===== src/rtl/sram_ctrl_pkg.sv =====
`timescale 1ns/1ps
package sram_ctrl_pkg;

  localparam int unsigned DEF_PERIOD_NS = 10;
  localparam int unsigned DEF_T_WP_NS   = 40;
  localparam int unsigned DEF_T_DW_NS   = 25;
  localparam int unsigned DEF_T_AW_NS   = 50;
  localparam int unsigned DEF_T_WC_NS   = 55;
  localparam int unsigned DEF_T_AA_NS   = 55;
  localparam int unsigned DEF_T_OE_NS   = 30;
  localparam int unsigned DEF_T_OHZ_NS  = 20;

  typedef enum logic [2:0] {
    PH_IDLE, PH_RD_ACC, PH_RD_REL, PH_WR_SET, PH_WR_PULSE, PH_WR_REC
  } sram_phase_e;

  typedef struct packed {
    logic ce_n;
    logic oe_n;
    logic we_n;
    logic dq_oe;
  } sram_pins_t;

  function automatic int unsigned umax(int unsigned a, int unsigned b);
    return (a > b) ? a : b;
  endfunction

  // Whole cycles covering a nanosecond limit, never below one.
  function automatic int unsigned ns_to_cyc(int unsigned ns, int unsigned period);
    int unsigned c;
    c = (ns + period - 1) / period;
    return (c == 0) ? 1 : c;
  endfunction

  function automatic int unsigned rd_acc_cyc(int unsigned taa, int unsigned toe,
                                             int unsigned period);
    return umax(ns_to_cyc(taa, period), ns_to_cyc(toe, period));
  endfunction

  // The setup cycle already counts toward address-valid and data-valid time.
  function automatic int unsigned wr_pulse_cyc(int unsigned twp, int unsigned taw,
                                               int unsigned tdw, int unsigned period);
    int unsigned p;
    p = ns_to_cyc(twp, period);
    p = umax(p, ns_to_cyc(taw, period) - 1);
    p = umax(p, ns_to_cyc(tdw, period) - 1);
    return umax(p, 1);
  endfunction

  function automatic int unsigned wr_rec_cyc(int unsigned twc, int unsigned pulse,
                                             int unsigned period);
    int unsigned full;
    full = ns_to_cyc(twc, period);
    return (full > pulse + 2) ? (full - 1 - pulse) : 1;
  endfunction

  function automatic sram_pins_t pins_for(sram_phase_e ph);
    sram_pins_t p;
    case (ph)
      PH_RD_ACC:   p = '{ce_n: 1'b0, oe_n: 1'b0, we_n: 1'b1, dq_oe: 1'b0};
      PH_WR_SET:   p = '{ce_n: 1'b0, oe_n: 1'b1, we_n: 1'b1, dq_oe: 1'b1};
      PH_WR_PULSE: p = '{ce_n: 1'b0, oe_n: 1'b1, we_n: 1'b0, dq_oe: 1'b1};
      default:     p = '{ce_n: 1'b1, oe_n: 1'b1, we_n: 1'b1, dq_oe: 1'b0};
    endcase
    return p;
  endfunction

endpackage


===== src/rtl/sram_phase_seq.sv =====
`timescale 1ns/1ps
module sram_phase_seq
  import sram_ctrl_pkg::*;
#(
  parameter int unsigned RD_CYC  = 6,
  parameter int unsigned HZ_CYC  = 2,
  parameter int unsigned WP_CYC  = 4,
  parameter int unsigned REC_CYC = 1
) (
  input  logic        clk,
  input  logic        rst_n,
  input  logic        start,
  input  logic        start_we,
  output sram_phase_e phase_q,
  output sram_phase_e phase_d,
  output logic        phase_done
);

  localparam int unsigned MAX_LEN = umax(umax(RD_CYC, HZ_CYC), umax(WP_CYC, REC_CYC));
  localparam int unsigned CNT_W   = $clog2(MAX_LEN + 1);

  logic [CNT_W-1:0] cnt_q, cnt_d;

  function automatic logic [CNT_W-1:0] last_index(sram_phase_e ph);
    case (ph)
      PH_RD_ACC:   return CNT_W'(RD_CYC - 1);
      PH_RD_REL:   return CNT_W'(HZ_CYC - 1);
      PH_WR_PULSE: return CNT_W'(WP_CYC - 1);
      PH_WR_REC:   return CNT_W'(REC_CYC - 1);
      default:     return '0;
    endcase
  endfunction

  assign phase_done = (cnt_q == '0);

  always_comb begin
    phase_d = phase_q;
    case (phase_q)
      PH_IDLE:     if (start) phase_d = start_we ? PH_WR_SET : PH_RD_ACC;
      PH_RD_ACC:   if (phase_done) phase_d = PH_RD_REL;
      PH_RD_REL:   if (phase_done) phase_d = PH_IDLE;
      PH_WR_SET:   phase_d = PH_WR_PULSE;
      PH_WR_PULSE: if (phase_done) phase_d = PH_WR_REC;
      PH_WR_REC:   if (phase_done) phase_d = PH_IDLE;
      default:     phase_d = PH_IDLE;
    endcase
  end

  always_comb begin
    if (phase_d != phase_q)  cnt_d = last_index(phase_d);
    else if (!phase_done)    cnt_d = cnt_q - 1'b1;
    else                     cnt_d = cnt_q;
  end

  always_ff @(posedge clk) begin
    if (!rst_n) begin
      phase_q <= PH_IDLE;
      cnt_q   <= '0;
    end else begin
      phase_q <= phase_d;
      cnt_q   <= cnt_d;
    end
  end

endmodule


===== src/rtl/sram_pin_drv.sv =====
`timescale 1ns/1ps
module sram_pin_drv
  import sram_ctrl_pkg::*;
#(
  parameter int unsigned ADDR_W = 15,
  parameter int unsigned DATA_W = 8
) (
  input  logic              clk,
  input  logic              rst_n,
  input  sram_phase_e       phase_d,
  input  logic              accept,
  input  logic [ADDR_W-1:0] req_addr,
  input  logic [DATA_W-1:0] req_wdata,
  output logic [ADDR_W-1:0] sram_addr,
  output logic [DATA_W-1:0] sram_dq_out,
  output logic              sram_ce_n,
  output logic              sram_oe_n,
  output logic              sram_we_n,
  output logic              sram_dq_oe
);

  sram_pins_t pins_q;
  sram_pins_t pins_next;

  // Pins follow the phase entered at this edge, straight from flops.
  assign pins_next = pins_for(phase_d);

  always_ff @(posedge clk) begin
    if (!rst_n) begin
      pins_q      <= pins_for(PH_IDLE);
      sram_addr   <= '0;
      sram_dq_out <= '0;
    end else begin
      pins_q <= pins_next;
      if (accept) begin
        sram_addr   <= req_addr;
        sram_dq_out <= req_wdata;
      end
    end
  end

  assign sram_ce_n  = pins_q.ce_n;
  assign sram_oe_n  = pins_q.oe_n;
  assign sram_we_n  = pins_q.we_n;
  assign sram_dq_oe = pins_q.dq_oe;

endmodule


===== src/rtl/sram_rd_capture.sv =====
`timescale 1ns/1ps
module sram_rd_capture #(
  parameter int unsigned DATA_W = 8
) (
  input  logic              clk,
  input  logic              rst_n,
  input  logic              capture,
  input  logic [DATA_W-1:0] dq_in,
  output logic [DATA_W-1:0] rd_data,
  output logic              rd_valid
);

  always_ff @(posedge clk) begin
    if (!rst_n) begin
      rd_data  <= '0;
      rd_valid <= 1'b0;
    end else begin
      rd_valid <= capture;
      if (capture) rd_data <= dq_in;
    end
  end

endmodule


===== src/rtl/sram_async_ctrl.sv =====
`timescale 1ns/1ps
module sram_async_ctrl
  import sram_ctrl_pkg::*;
#(
  parameter int unsigned ADDR_W        = 15,
  parameter int unsigned DATA_W        = 8,
  parameter int unsigned CLK_PERIOD_NS = DEF_PERIOD_NS,
  parameter int unsigned T_WP_NS       = DEF_T_WP_NS,
  parameter int unsigned T_DW_NS       = DEF_T_DW_NS,
  parameter int unsigned T_AW_NS       = DEF_T_AW_NS,
  parameter int unsigned T_WC_NS       = DEF_T_WC_NS,
  parameter int unsigned T_AA_NS       = DEF_T_AA_NS,
  parameter int unsigned T_OE_NS       = DEF_T_OE_NS,
  parameter int unsigned T_OHZ_NS      = DEF_T_OHZ_NS
) (
  input  logic              clk,
  input  logic              rst_n,
  input  logic              req_valid,
  output logic              req_ready,
  input  logic              req_we,
  input  logic [ADDR_W-1:0] req_addr,
  input  logic [DATA_W-1:0] req_wdata,
  output logic [DATA_W-1:0] rd_data,
  output logic              rd_valid,
  output logic [ADDR_W-1:0] sram_addr,
  output logic              sram_ce_n,
  output logic              sram_oe_n,
  output logic              sram_we_n,
  output logic [DATA_W-1:0] sram_dq_out,
  output logic              sram_dq_oe,
  input  logic [DATA_W-1:0] sram_dq_in
);

  localparam int unsigned RD_CYC  = rd_acc_cyc(T_AA_NS, T_OE_NS, CLK_PERIOD_NS);
  localparam int unsigned HZ_CYC  = ns_to_cyc(T_OHZ_NS, CLK_PERIOD_NS);
  localparam int unsigned WP_CYC  = wr_pulse_cyc(T_WP_NS, T_AW_NS, T_DW_NS, CLK_PERIOD_NS);
  localparam int unsigned REC_CYC = wr_rec_cyc(T_WC_NS, WP_CYC, CLK_PERIOD_NS);

  sram_phase_e phase_q, phase_d;
  logic        phase_done;

  // Named internal events, also watched by the checker.
  logic accept_evt;
  logic capture_evt;

  assign req_ready   = (phase_q == PH_IDLE);
  assign accept_evt  = req_valid && req_ready;
  assign capture_evt = (phase_q == PH_RD_ACC) && phase_done;

  sram_phase_seq #(
    .RD_CYC (RD_CYC),
    .HZ_CYC (HZ_CYC),
    .WP_CYC (WP_CYC),
    .REC_CYC(REC_CYC)
  ) seq_i (
    .clk       (clk),
    .rst_n     (rst_n),
    .start     (accept_evt),
    .start_we  (req_we),
    .phase_q   (phase_q),
    .phase_d   (phase_d),
    .phase_done(phase_done)
  );

  sram_pin_drv #(
    .ADDR_W(ADDR_W),
    .DATA_W(DATA_W)
  ) drv_i (
    .clk        (clk),
    .rst_n      (rst_n),
    .phase_d    (phase_d),
    .accept     (accept_evt),
    .req_addr   (req_addr),
    .req_wdata  (req_wdata),
    .sram_addr  (sram_addr),
    .sram_dq_out(sram_dq_out),
    .sram_ce_n  (sram_ce_n),
    .sram_oe_n  (sram_oe_n),
    .sram_we_n  (sram_we_n),
    .sram_dq_oe (sram_dq_oe)
  );

  sram_rd_capture #(
    .DATA_W(DATA_W)
  ) cap_i (
    .clk     (clk),
    .rst_n   (rst_n),
    .capture (capture_evt),
    .dq_in   (sram_dq_in),
    .rd_data (rd_data),
    .rd_valid(rd_valid)
  );

endmodule


===== config.mk =====
export PLATFORM = sky130hd
export DESIGN_NAME = sram_async_ctrl
export DESIGN_NICKNAME = d
export VERILOG_FILES = /design/src/rtl/sram_ctrl_pkg.sv /design/src/rtl/sram_phase_seq.sv /design/src/rtl/sram_pin_drv.sv /design/src/rtl/sram_rd_capture.sv /design/src/rtl/sram_async_ctrl.sv
export SDC_FILE = /design/constraint.sdc
export NUM_CORES = 1
export LEC_CHECK = 0
export BUFFER_PORTS_ARGS = -buffer_cell sky130_fd_sc_hd__buf_2
export CAP_MARGIN = 20
export CORE_MARGIN = 2
export CORE_UTILIZATION = 45
export DETAILED_ROUTE_END_ITERATION = 6
export PLACE_DENSITY_LB_ADDON = 0.1
export RECOVER_POWER = 25
export SLEW_MARGIN = 20
export SYNTH_ARGS = -nofsm -noshare
export SYNTH_HDL_FRONTEND = slang
export SYNTH_SLANG_ARGS = --single-unit

===== constraint.sdc =====
create_clock -name clk -period 4.3 [get_ports clk]
set_clock_uncertainty 0.2 [all_clocks]
set_input_delay 0 -clock clk [delete_from_list [all_inputs] [get_ports clk]]
set_output_delay 0 -clock clk [all_outputs]
set_load 0.005 [all_outputs]

==> flow_summary_export.csv <==
group,metric,value,unit
die,core-area,3720,sq um
sta,post-route-min-period,2160,ps
setup_path,critical_path_required,4310,ps
clock_network,cts-root-buf,"clkbuf_8",
grt,met2_usage,36.6,%
run_status,status,"finished, final reports clean",
logic_synthesis,synth_top_area_cell,"dfxtp_1",
detailed_routing,drc_errors,0,
logic_synthesis,yosysWarnings,0,
detailed_routing,routed-via-count,1713,
detailed_routing,viasPerCell,4.78,
power,powerDensity,483,nW/um^2
logic_synthesis,async_reset_ff_share,0,%
clock_network,clkTransAtPathRegs,70,ps
logic_synthesis,syn_inst,210,
clock_network,clk_latency,290,ps
setup_path,cp-start-kind,"register",
final_layout,final_cells,358,
sta,fmax,463,MHz
die,die_area,4410,sq um
die,die_w,66.4,um
logic_synthesis,synth_fp_nets,247,
logic_synthesis,synth_edf_count,0,
run,maxCapViolations,0,
grt,track_usage,21.1,%
detailed_routing,drtAntennaViolNets,0,
final_layout,drive_gt1_share,23.2,%
grt,met3_usage,5.62,%
placed_design,dp_hpwl,2480,um
die,num_rows,22,
sta,rsz0062_at_grt,"no",
logic_synthesis,seq_area_frac_synth,47.9,%
grt,antenna_found_initial,0,
sta,max-slew-margin-rel,38.8,%
clock_network,cts-resized-gates,0,
final_layout,area_delta_synth_final,44.9,%
placed_design,portBuffers,71,
grt,first_global_vias,1654,
sta,setup_tns,0,ps
sta,worst-slew-pin-transition,916,ps
setup_path,path_class,"reg -> reg",
clock_network,post_cts_buffers,0,
sta,slew_viol_final,0,
logic_synthesis,synth_area_leaders,"dfxtp_1, nand2_1, a21boi_1, a21boi_0, nand2b_1",
detailed_routing,wl_per_cell,11.9,um
logic_synthesis,synthesis.area,1750,sq um
die,die_height,66.4,um
detailed_routing,drt_iter0_drc,107,
clock_network,cts_tree,"built",
die,io_pins,72,
clock_network,cts_made_buffers,5,
sta,setup_viol,0,
clock_network,clockBufferDepth,2,
final_layout,layout.nets,347,
min_path,hp-class,"reg -> reg",
grt,grt.met1_usage,23.7,%
logic_synthesis,yosys_most_used_dff,"dfxtp_1",
grt,grt_pass1_wl,7040,um
grt,globalRouteOverflowTotal,0,
logic_synthesis,synth_top_area_share,47.9,%
power,peakVddDrop,287,uV
grt,grt_max_degree,43,
power,leakage,1.11,nW
logic_synthesis,synth_common_cells,"nand2_1, dfxtp_1, a21boi_1, a21boi_0",
die,start_util,47.2,%
logic_synthesis,yosysUniqueCellTypes,33,
logic_synthesis,ys_ff_latch,42,
sta,fin_crit_sh,50.2,%
sta,hold_violations,0,
clock_network,cts_sinks,42,
grt,top_usage_layer,"met2",
setup_path,path_max_fanout,24,
setup_path,end_kind,"register",
final_layout,n_antenna_cell,0,
detailed_routing,firstDrtPassIters,4,
placed_design,gp_congestion,0.738,
placed_design,placedCellCount,316,
setup_path,cp.arrival,2170,ps
detailed_routing,routed_wl,4250,um
logic_synthesis,syn_area_per_cell,8.35,sq um
clock_network,cts_max_level,2,
placed_design,dpl_cell_area,2090,sq um
final_layout,post-route-cell-area,2540,sq um
logic_synthesis,synth.most_common_cell,"nand2_1",
worst max-delay path, cell delays in order, from the launching register on:
cell       delay (ps)
dfxtp_1           430
or2_4             320
nor2_2            720
a2111oi_0         170
nor3_1            240
routing by layer:
metal / up-vias / part of all wire, % / wire length (um)
met3: 13 / 5.4 / 228
met4: 0 / 3.2 / 136
met1: 759 / 44 / 1870
met5: - / 0 / 0
li1: 890 / - / -
met2: 51 / 47 / 2020
worst paths after layout:
| path | start | cells after the start | slack (ps) | to |
|---|---|---|---|---|
| worst max-delay path | seq_i.phase_q[1] | 4 | 2140 | seq_i.cnt_q[0] |
| worst min-delay path | drv_i.sram_dq_out[2] | 2 | 250 | drv_i.sram_dq_out[2] |
| worst max register to register | seq_i.phase_q[1] | 4 | 2140 | seq_i.cnt_q[0] |
| worst min register to register | drv_i.sram_dq_out[2] | 2 | 250 | drv_i.sram_dq_out[2] |
stage by stage:
stage | hold WS, ps | util, % | setup WS (ps) | total power [W]
after CTS | 254 | 68.7 | 2110 | 0.00124
final | 252 | 68.4 | 2140 | 0.00123
after global placement | 43.8 | 56.3 | 2220 | 0.000898
after detailed placement | 46.5 | 56.3 | 2140 | 0.000901
after floorplan | -70.6 | - | 2590 | 0.000802
after global routing | 282 | 68.4 | 1890 | 0.00132
layout make-up:
type	count	area, sq um
well taps	48	60.1
multi-input cells	152	823
inverters	3	11.3
fillers	317	1170
clock buffers	6	82.6
repair buffers	106	693
flip-flops and latches	42	841
clock inverters	1	30.0
cells in the final DEF (no fill, tap or decap), drive strengths merged, types with 2 or more instances in the layout:
cell / instances
a21boi: 33
a21oi: 3
buf: 61
clkbuf: 16
dfxtp: 42
dlygate4sd3: 35
ha: 2
inv: 3
nand2: 71
nand2b: 7
nand3b: 2
nor2: 8
nor2b: 3
o21ai: 7
or2: 3
logic make-up after synthesis:
group,share of synthesized area [%]
adder cells (fa/ha/maj),1.43
buffers and inverters,5.14
AND/OR/NAND/NOR,24.8
flip-flops,47.9
multiplexers,0.571
AO/OA/AOI/OAI,20.1
timing repair:
action	in CTS	in global routing
endpoints found under the setup margin	0	0
hold buffers	35	0
endpoints found under the hold margin	38	0
power by group:
group	internal (W)	total (W)	switching [W]
Clock	0.000186	0.000315	0.000129
Combinational	0.000184	0.000407	0.000222
Sequential	0.000458	0.000505	0.0000462
Total	0.000828	0.00123	0.000398
flip-flops by register name, summed over array words and instances, names as in the netlist:
register / count
drv_i.sram_we_n: 1
cap_i.rd_data: 8
drv_i.sram_ce_n: 1
cap_i.rd_valid: 1
seq_i.cnt_q: 3
drv_i.sram_addr: 15
drv_i.sram_dq_oe: 1
drv_i.sram_oe_n: 1
seq_i.phase_q: 3
drv_i.sram_dq_out: 8
No activity file was read; power rests on OpenSTA's default activity.
